[config.mk]
export PLATFORM = sky130hd
export DESIGN_NAME = adc_strobe_seq
export DESIGN_NICKNAME = d
export VERILOG_FILES = /design/src/rtl/adc_seq_pkg.sv /design/src/rtl/adc_seq_sync.sv /design/src/rtl/adc_seq_timer.sv /design/src/rtl/adc_seq_shift.sv /design/src/rtl/adc_strobe_seq.sv
export SDC_FILE = /design/constraint.sdc
export NUM_CORES = 1
export LEC_CHECK = 0
export BUFFER_PORTS_ARGS = -buffer_cell sky130_fd_sc_hd__clkbuf_2
export CAP_MARGIN = 40
export CORE_UTILIZATION = 60
export DETAILED_ROUTE_END_ITERATION = 10
export GPL_TIMING_DRIVEN = 0
export PLACE_DENSITY = 0.83
export SLEW_MARGIN = 20
export SYNTH_ARGS = -nofsm -noshare
export SYNTH_HDL_FRONTEND = slang
export SYNTH_SLANG_ARGS = --single-unit
[constraint.sdc]
create_clock -name clk -period 3.5 [get_ports clk]
set_input_delay 0.525 -clock clk [delete_from_list [all_inputs] [get_ports clk]]
set_output_delay 0.525 -clock clk [all_outputs]
set_load 0.05 [all_outputs]
[src/rtl/adc_seq_pkg.sv]
package adc_seq_pkg;
   typedef enum logic [1:0] {
      ST_IDLE = 2'd0,
      ST_CMD  = 2'd1,
      ST_WAIT = 2'd2,
      ST_READ = 2'd3
   } seq_state_t;
endpackage

[src/rtl/adc_seq_sync.sv]
module adc_seq_sync #(
   parameter int STAGES = 2
) (
   input  logic clk,
   input  logic rst_n,
   input  logic async_in,
   output logic level,
   output logic rise
);
   logic [STAGES-1:0] chain;
   logic              prev;

   generate
      if (STAGES < 2) begin : g_bad_stages
         $error("adc_seq_sync: STAGES must be at least 2");
      end
      for (genvar s = 0; s < STAGES; s++) begin : g_stage
         always_ff @(posedge clk) begin
            if (!rst_n) chain[s] <= 1'b0;
            else if (s == 0) chain[s] <= async_in;
            else chain[s] <= chain[(s == 0) ? 0 : s-1];
         end
      end
   endgenerate

   assign level = chain[STAGES-1];

   always_ff @(posedge clk) begin
      if (!rst_n) prev <= 1'b0;
      else        prev <= level;
   end

   assign rise = level & ~prev;

   // a detected transition lasts one cycle only
   p_rise_single_r4: assert property (@(posedge clk) disable iff (!rst_n)
      rise |=> !rise);
endmodule

[src/rtl/adc_seq_timer.sv]
module adc_seq_timer #(
   parameter int W = 16
) (
   input  logic         clk,
   input  logic         rst_n,
   input  logic         run,
   input  logic [W-1:0] limit,
   output logic         expired
);
   logic [W-1:0] cnt;

   generate
      if (W < 2) begin : g_bad_width
         $error("adc_seq_timer: W must be at least 2");
      end
   endgenerate

   assign expired = run && (cnt >= limit);

   always_ff @(posedge clk) begin
      if (!rst_n)        cnt <= '0;
      else if (!run)     cnt <= '0;
      else if (!expired) cnt <= cnt + 1'b1;
   end

   // every wait is timed from zero
   p_fresh_count_r7: assert property (@(posedge clk) disable iff (!rst_n)
      $rose(run) |-> (cnt == '0));
endmodule

[src/rtl/adc_seq_shift.sv]
module adc_seq_shift #(
   parameter int CLK_DIV    = 4,
   parameter int FRAME_BITS = 16,
   parameter int NB_W       = $clog2(FRAME_BITS + 1)
) (
   input  logic                  clk,
   input  logic                  rst_n,
   input  logic                  go,
   input  logic [NB_W-1:0]       nbits,
   input  logic [FRAME_BITS-1:0] tx_word,
   input  logic                  miso,
   output logic                  sclk,
   output logic                  mosi,
   output logic [FRAME_BITS-1:0] rx_word,
   output logic                  done
);
   logic                  active;
   logic [FRAME_BITS-1:0] tx_sr;
   logic [NB_W-1:0]       bits_left;
   logic                  tick;

   generate
      if (CLK_DIV < 1) begin : g_bad_div
         $error("adc_seq_shift: CLK_DIV must be at least 1");
      end
      if (CLK_DIV == 1) begin : g_div_none
         assign tick = 1'b1;
      end else begin : g_div_cnt
         localparam int DW = $clog2(CLK_DIV);
         logic [DW-1:0] div_cnt;
         assign tick = (div_cnt == DW'(CLK_DIV - 1));
         always_ff @(posedge clk) begin
            if (!rst_n || go || !active) div_cnt <= '0;
            else if (tick)               div_cnt <= '0;
            else                         div_cnt <= div_cnt + 1'b1;
         end
      end
   endgenerate

   always_ff @(posedge clk) begin
      if (!rst_n) begin
         active    <= 1'b0;
         sclk      <= 1'b0;
         mosi      <= 1'b0;
         tx_sr     <= '0;
         rx_word   <= '0;
         bits_left <= '0;
         done      <= 1'b0;
      end else begin
         done <= 1'b0;
         if (go) begin
            active    <= 1'b1;
            sclk      <= 1'b0;
            mosi      <= tx_word[FRAME_BITS-1];
            tx_sr     <= tx_word << 1;
            bits_left <= nbits;
            rx_word   <= '0;
         end else if (active && tick) begin
            if (!sclk) begin
               sclk    <= 1'b1;
               rx_word <= {rx_word[FRAME_BITS-2:0], miso};
            end else begin
               sclk <= 1'b0;
               if (bits_left == NB_W'(1)) begin
                  active <= 1'b0;
                  done   <= 1'b1;
                  mosi   <= 1'b0;
               end else begin
                  bits_left <= bits_left - 1'b1;
                  mosi      <= tx_sr[FRAME_BITS-1];
                  tx_sr     <= tx_sr << 1;
               end
            end
         end
      end
   end

   // the serial clock only runs inside a frame
   p_sclk_in_frame_r10: assert property (@(posedge clk) disable iff (!rst_n)
      !active |-> !sclk);
   // completion is a single-cycle event
   p_done_single_r5: assert property (@(posedge clk) disable iff (!rst_n)
      done |=> !done);
endmodule

[src/rtl/adc_strobe_seq.sv]
module adc_strobe_seq
   import adc_seq_pkg::*;
#(
   parameter int CLK_DIV     = 4,
   parameter int TMO_W       = 16,
   parameter int SYNC_STAGES = 2,
   parameter int CMD_BITS    = 8,
   parameter int RES_BITS    = 12,
   parameter int FRAME_BITS  = 16
) (
   input  logic                clk,
   input  logic                rst_n,
   input  logic                start,
   input  logic [CMD_BITS-1:0] cmd_in,
   input  logic                chain_en,
   input  logic [TMO_W-1:0]    timeout_lim,
   input  logic                adc_strobe,
   input  logic                miso,
   output logic                sclk,
   output logic                cs_n,
   output logic                mosi,
   output logic                bus_grant,
   output logic                busy,
   output logic [RES_BITS-1:0] result,
   output logic                result_valid,
   output logic                timeout_err
);
   localparam int NB_W     = $clog2(FRAME_BITS + 1);
   localparam int PAD_BITS = FRAME_BITS - CMD_BITS;
   localparam int TAIL     = FRAME_BITS - RES_BITS;

   generate
      if (FRAME_BITS <= CMD_BITS) begin : g_bad_cmd
         $error("adc_strobe_seq: FRAME_BITS must exceed CMD_BITS");
      end
      if (FRAME_BITS <= RES_BITS) begin : g_bad_res
         $error("adc_strobe_seq: FRAME_BITS must exceed RES_BITS");
      end
   endgenerate

   seq_state_t            state;
   logic                  chain_q;
   logic                  go;
   logic [NB_W-1:0]       go_len;
   logic [FRAME_BITS-1:0] go_word;
   logic [FRAME_BITS-1:0] rx_word;
   logic                  sh_done;
   logic                  strobe_lvl;
   logic                  strobe_rise;
   logic                  tmo_hit;
   logic                  unused_tail;

   assign unused_tail = ^{rx_word[TAIL-1:0], strobe_lvl};

   adc_seq_sync #(.STAGES(SYNC_STAGES)) u_sync (
      .clk      (clk),
      .rst_n    (rst_n),
      .async_in (adc_strobe),
      .level    (strobe_lvl),
      .rise     (strobe_rise)
   );

   adc_seq_timer #(.W(TMO_W)) u_timer (
      .clk     (clk),
      .rst_n   (rst_n),
      .run     (state == ST_WAIT),
      .limit   (timeout_lim),
      .expired (tmo_hit)
   );

   adc_seq_shift #(.CLK_DIV(CLK_DIV), .FRAME_BITS(FRAME_BITS), .NB_W(NB_W)) u_shift (
      .clk     (clk),
      .rst_n   (rst_n),
      .go      (go),
      .nbits   (go_len),
      .tx_word (go_word),
      .miso    (miso),
      .sclk    (sclk),
      .mosi    (mosi),
      .rx_word (rx_word),
      .done    (sh_done)
   );

   always_comb begin
      go      = 1'b0;
      go_len  = NB_W'(CMD_BITS);
      go_word = '0;
      unique case (state)
         ST_IDLE: begin
            if (start) begin
               go      = 1'b1;
               go_word = {cmd_in, {PAD_BITS{1'b0}}};
            end
         end
         ST_WAIT: begin
            if (strobe_rise) begin
               go      = 1'b1;
               go_len  = NB_W'(FRAME_BITS);
               go_word = chain_en ? {cmd_in, {PAD_BITS{1'b0}}} : '0;
            end
         end
         default: ;
      endcase
   end

   always_ff @(posedge clk) begin
      if (!rst_n) begin
         state        <= ST_IDLE;
         cs_n         <= 1'b1;
         bus_grant    <= 1'b0;
         busy         <= 1'b0;
         chain_q      <= 1'b0;
         result       <= '0;
         result_valid <= 1'b0;
         timeout_err  <= 1'b0;
      end else begin
         result_valid <= 1'b0;
         unique case (state)
            ST_IDLE: begin
               if (start) begin
                  state       <= ST_CMD;
                  cs_n        <= 1'b0;
                  busy        <= 1'b1;
                  timeout_err <= 1'b0;
               end
            end
            ST_CMD: begin
               if (sh_done) begin
                  state     <= ST_WAIT;
                  cs_n      <= 1'b1;
                  bus_grant <= 1'b1;
               end
            end
            ST_WAIT: begin
               if (strobe_rise) begin
                  state     <= ST_READ;
                  cs_n      <= 1'b0;
                  bus_grant <= 1'b0;
                  chain_q   <= chain_en;
               end else if (tmo_hit) begin
                  state       <= ST_IDLE;
                  bus_grant   <= 1'b0;
                  busy        <= 1'b0;
                  timeout_err <= 1'b1;
               end
            end
            ST_READ: begin
               if (sh_done) begin
                  result       <= rx_word[FRAME_BITS-1 -: RES_BITS];
                  result_valid <= 1'b1;
                  cs_n         <= 1'b1;
                  if (chain_q) begin
                     state     <= ST_WAIT;
                     bus_grant <= 1'b1;
                  end else begin
                     state <= ST_IDLE;
                     busy  <= 1'b0;
                  end
               end
            end
            default: state <= ST_IDLE;
         endcase
      end
   end

   // the bus is only granted with the device deselected and the clock quiet
   p_grant_quiet_r3: assert property (@(posedge clk) disable iff (!rst_n)
      bus_grant |-> (cs_n && !sclk));
   // no clock pulse reaches a deselected device
   p_cs_gates_sclk_r2: assert property (@(posedge clk) disable iff (!rst_n)
      cs_n |-> !sclk);
   // new result announced for one cycle
   p_valid_single_r5: assert property (@(posedge clk) disable iff (!rst_n)
      result_valid |=> !result_valid);
   // a timeout only ends a granted wait and leaves the block idle
   p_timeout_exit_r7: assert property (@(posedge clk) disable iff (!rst_n)
      $rose(timeout_err) |-> (!busy && $past(bus_grant)));
   // an idle block holds the bus released and not granted
   p_idle_quiet_r9: assert property (@(posedge clk) disable iff (!rst_n)
      !busy |-> (cs_n && !bus_grant));
endmodule

### Word level (Yosys, flattened, before mapping)

Index checks and enable logic that the tools add are counted.

| word-level totals | value |
|---|---|
| register bits after elaboration | 81 |
| bits in latches | 0 |
| RAM bits | 0 |
| memory bits (read-only) | 0 |
| output and inout port bits | 19 |
| memories | 0 |

| operators by class | value |
|---|---|
| add/sub/neg operators | 3 |
| multipliers | 0 |
| divide/modulo/power cells | 0 |
| magnitude comparators | 1 |
| eq/ne operators | 16 |
| shift-type cells | 0 |
| muxes and demuxes | 52 |
| bitwise gates (word level) | 5 |
| reduce and logical (&&, ||, !) cells | 30 |

Operators with widths:

| cell | number |
|---|---|
| $mux W16 | 7 |
| $pmux W16 S2 | 1 |
| $mux W5 | 6 |
| $mux W1 | 26 |
| $add A16 B1 Y16 const B | 1 |
| $ge A16 B16 Y1 | 1 |
| $mux W2 | 6 |
| $ne A2 B2 Y1 const B | 6 |
| $reduce_and A2 Y1 | 6 |
| $pmux W1 S3 | 3 |
| $reduce_and A3 Y1 | 3 |
| $ne A2 B1 Y1 const B | 4 |
| $pmux W2 S4 | 1 |
| $reduce_and A4 Y1 | 2 |
| $reduce_bool A2 Y1 | 4 |
| $eq A2 B2 Y1 const B | 3 |
| $reduce_and A6 Y1 | 1 |
| $reduce_bool A3 Y1 | 2 |
| $reduce_or A2 Y1 | 3 |
| $eq A5 B1 Y1 const B | 1 |
| $reduce_and A5 Y1 | 1 |
| $sub A5 B1 Y5 const B | 1 |
| $not A1 Y1 | 4 |
| $pmux W1 S2 | 2 |
| other kinds (9) | 12 |

### Logic depth before layout (Yosys ltp)

| logic depth | value |
|---|---|
| depth in word-level cells | 7 |
| mapped depth | 9 |
| mapped depth without buffers | 8 |

### By module

A second synthesis with hierarchy kept.

| second synthesis, totals | value |
|---|---|
| cells, all modules | 480 |
| area, all modules | 3937.5 sq um |

Modules (own cells, without submodules):

| module | times used | cells an instance | area an instance (sq um) |
|---|---|---|---|
| adc_seq_shift | 1 | 219 | 1820.5 |
| adc_seq_timer | 1 | 147 | 1154.9 |
| adc_strobe_seq | 1 | 107 | 869.6 |
| adc_seq_sync | 1 | 7 | 92.6 |

### Worst setup path after synthesis

No wires, ideal clock.

| timing | value |
|---|---|
| path type | in2reg |
| start point | input port timeout_lim[2] |
| end point | register u_timer.cnt[3] |
| setup time | 0.071 ns |
| arrival time | 2.033 ns |
| required time | 3.429 ns |
| setup slack | 1.396 ns |
| stages | 9 |
| path buffers | 1 |
| cell sequence | inv_1 ha_1 a211oi_2 o21ai_1 a21oi_2 o21ai_2 buf_2 or3_1 a21oi_1 |

| between the ends | value |
|---|---|
| longest elaborated chain between the ends | 2 |

Ends and longest elaborated chain:

| what | line | RTL |
|---|---|---|
| start: declaration | adc_strobe_seq.sv:16 | `input logic [TMO_W-1:0] timeout_lim,` |
| $ge A16 B16 Y1 | adc_seq_timer.sv:18 | `assign expired = run && (cnt >= limit);` |
| $logic_and A1 B1 Y1 | adc_seq_timer.sv:18 |  |
| end signal: assignment | adc_seq_timer.sv:23 | `else if (!expired) cnt <= cnt + 1'b1;` |
| end: declaration | adc_seq_timer.sv:10 | `logic [W-1:0] cnt;` |

No other way between the ends.
A chain may end at the register's enable or synchronous reset.

### Worst setup path in the final report

| timing | value |
|---|---|
| start point | register u_timer.cnt[2] |
| end point | register u_timer.cnt[3] |

| between the ends | value |
|---|---|
| longest elaborated chain between the ends | 2 |

Ends and longest elaborated chain:

| what | line |
|---|---|
| $ge A16 B16 Y1 | adc_seq_timer.sv:18 |
| $logic_and A1 B1 Y1 | adc_seq_timer.sv:18 |

Several ways; a longest one is shown, not always the timed one.

==> flow_summary.yaml <==
global_route:
  grt_use_total_pct: 26.85
  grt_max_degree: 14
  grt_pass1_wl_mm: 12.94
  antenna_found_initial: 0
  grt_pass1_vias: 3032
  overflow: 0
clock_network:
  cts_root_buffer: "clkbuf_8"
  cts_hold_buf: 0
  cts_max_path_buffers: 2
  numCtsBuffers: 9
  cts_setup_buffers: 0
  cts.sinks: 73
  path_clk_slew_ns: 0.08
  clk_latency_ns: 0.36
  cts_resized: 0
  cts_tree: "done"
  htreeDepth: 3
sta:
  rsz0062_at_grt: "false"
  drv_slew: 0
  finalCriticalPeriod_ns: 2.184
  timing_worst_slew_pin_value_ns: 0.5794
  hold_violations: 0
  finalSetupViolCount: 0
  fmax_mhz: 457.9
  finalSetupTns_ns: 0
  relSlewSlack_pct: 61.03
  final.setup_skew_ns: 0.01050
  finalCritPeriodShare_pct: 62.40
yosys:
  synthAdderAreaFrac_pct: 8.535
  synth_common_cells: "95 x nand2_1, 73 x dfxtp_1, 45 x a21oi_1, 28 x inv_1, 24 x ha_1"
  yosys-top-cells-area: "dfxtp_1 42%, nand2_1 10%, ha_1 8.5%, a21oi_1 6.4%, a21boi_0 3.6%"
  ys_seq_area_share_pct: 41.54
  synth.area.mux_share_pct: 2.596
  syn_nets: 485
  syn_area_um2: 3518
  synth_top_family_by_area: "simple AND/OR/NAND/NOR gates"
  synthCells: 431
  ys_types: 46
  yosysWarnings: 0
  yosys.area_share.simple_pct: 23.12
  synth_top_area_share_pct: 41.54
  ys_seq_elements: 73
  synth_top_cell_by_area: "dfxtp_1"
  ys_async_sr_fraction_pct: 0
  synth_edf_count: 0
  yosysMostFrequentCell: "nand2_1"
  syn_area_per_cell_um2: 8.163
  synth-xor-area-share_pct: 0.9957
  synth_ff_type: "dfxtp_1"
  synth_compound_area_share_pct: 18.07
power:
  ir_drop_v: 0.0003296
  switching_share_pct: 31.74
  switchingPower_mw: 0.6000
  clockPowerShare_pct: 32.3
  power.internal_mw: 1.291
  power_leakage_nw: 1.579
  cellPowerDensity_nw_per_um2: 469.4
  comb_power_share_pct: 19.4
  power_frac_seq_pct: 48.3
  power_mw: 1.890
setup_path:
  rr_endpoint: "u_timer.cnt[3]"
  timing.critical_path.from_type: "flop"
  r2r_cells: 8
  cp_cell_sequence: "ha_1 -> a211oi_2 -> o21ai_1 -> a21oi_2 -> o21ai_2 -> buf_2 -> or3_1 -> a21oi_1"
  critical-path-max-stage-delay_ns: 0.44
  rr_startpoint: "u_timer.cnt[2]"
  worstSetupPathType: "reg2reg"
  required_ns: 3.78
  crit_slowest_cell: "dfxtp_1"
  worstPathArrival_ns: 2.47
  critical_path_peak_fanout: 10
  end_kind: "flop"
  reg2reg_slack_ns: 1.32
flow_run:
  maxCapViolCount: 0
detailed_routing:
  wl_per_cell_um: 13.29
  dr.first_iter.drc_count: 237
  antenna_left: 0
  drt-vias-per-instance: 5.626
  totalWireLength_mm: 7.534
  dr_total_vias: 3190
  first_pass_iters: 4
  drc: 0
layout:
  diodes: 0
  nets: 544
  area_delta_synth_final_pct: 14.47
  drive_gt1_share_pct: 15.35
  fin_cells: 567
hold_path:
  worstHoldPathCells: 2
  hold_end: "u_sync.chain[0]"
  hold_path.class: "in2reg"
  min_from: "adc_strobe"
floorplan:
  io_pins: 49
  die_w_um: 78.58
  chipHeight_um: 78.58
  rows: 27
  design.die.area_um2: 6174
  core_um2: 5574
  start_util_pct: 63.12
outcome:
  status: "complete, no violations"
place:
  io_buffers: 48
  globalplace.congestion: 0.8299
  dp_hpwl_mm: 5.542
  placed_cells: 551
## layout by cell type, fill, tap and decap left out, drive strengths merged, types with 3 or more instances in the layout
master,netlist,final
nand2,95,95
clkbuf,15,74
dfxtp,73,73
a21oi,46,46
inv,28,30
ha,24,24
o21ai,23,23
a21boi,17,17
nor2,14,14
and2,11,11
nand3,11,11
mux2i,8,8
o31ai,7,7
or4,7,7
or3,5,5
nor4b,4,4
nor2b,4,4
buf,4,4
nand4,4,4
and3,3,3
nor3,3,3
## cells by family (layout without fill, tap and decap cells)
logic type	count (synthesis)	count (layout)
and+or+nand+nor	169	169
AOI/OAI and AO/OA	105	105
DFF	73	73
buffers and inverters	47	111
adders and majority gates	24	24
muxes	9	9
xor gates and xnor gates	4	4
## metal layers
layer,up-vias,part of all wire (%),track usage [%]
met4,0,2.2,13.33
met2,82,49,47.48
met5,-,0,0
met1,1487,44,30.58
li1,1605,-,-
met3,16,4.1,5.233
## power by group through the flow
stage               combinational [mW]  sequential [mW]  clock, mW
floorplan                        0.234            0.965          0
global placement                 0.350            0.930          0
detailed placement               0.363            0.932          0
CTS                              0.365            0.913      0.616
global route                     0.413            0.919      0.644
finish                           0.367            0.913      0.610
## flip-flops by register name, indices dropped and copies added (netlist names)
| register | flops |
|---|---|
| u_sync.chain | 1 |
| u_sync.prev | 1 |
| u_shift.done | 1 |
| u_timer.cnt | 16 |
| busy | 1 |
| u_shift.bits_left | 5 |
| cs_n | 1 |
| result | 12 |
| timeout_err | 1 |
| u_shift.mosi | 1 |
| u_shift.rx_word | 16 |
| u_shift.active | 1 |
| state | 2 |
| u_sync.level | 1 |
| u_shift.sclk | 1 |
| u_shift.tx_sr | 7 |
| u_shift.g_div_cnt.div_cnt | 2 |
| result_valid | 1 |
| chain_q | 1 |
| bus_grant | 1 |
## cell type report
type                            count  area [um2]
Clock inverter                      5       37.54
Fill cell                         484        1546
Clock buffer                       11       141.4
Inverter                           28       105.1
Multi-Input combinational cell    311        1876
Timing Repair Buffer               48       240.2
Sequential cell                    73        1461
Buffer                             19       76.32
Tap cell                           72       90.09
## worst max path at each step
stage                                from        endpoint  slack [ns]  cells after the start
after floorplan            timeout_lim[2]  u_timer.cnt[3]        1.40                      9
after global placement     timeout_lim[2]  u_timer.cnt[3]        1.15                     10
after detailed placement   timeout_lim[2]  u_timer.cnt[3]        1.10                     10
after CTS                  u_timer.cnt[2]  u_timer.cnt[3]        1.32                      8
after global routing      u_timer.cnt[11]  u_timer.cnt[4]        1.18                      8
final                      u_timer.cnt[2]  u_timer.cnt[3]        1.32                      8
## critical path: cells and delay by family, from the launching register on
family / cells / cell delay [ns]
AO/OA/AOI/OAI: 5 / 0.82
buffers and inverters: 1 / 0.22
AND/OR/NAND/NOR: 1 / 0.36
flip-flops: 1 / 0.44
adder cells (fa/ha/maj): 1 / 0.30
## metrics by stage
stage / hold WS [ns] / area [um2] / setup WS (ns) / util, %
4_1_cts: 0.3664 / 4028 / 1.325 / 72.26
2_1_floorplan: 0.4081 / 3518 / 1.396 / -
6_report: 0.3674 / 4028 / 1.316 / 72.26
3_3_place_gp: 0.4167 / 3849 / 1.145 / 69.05
3_5_place_dp: 0.4234 / 3849 / 1.101 / 69.05
5_1_grt: 0.3753 / 4028 / 1.181 / 72.26
Power figures use the tool's default switching activity.
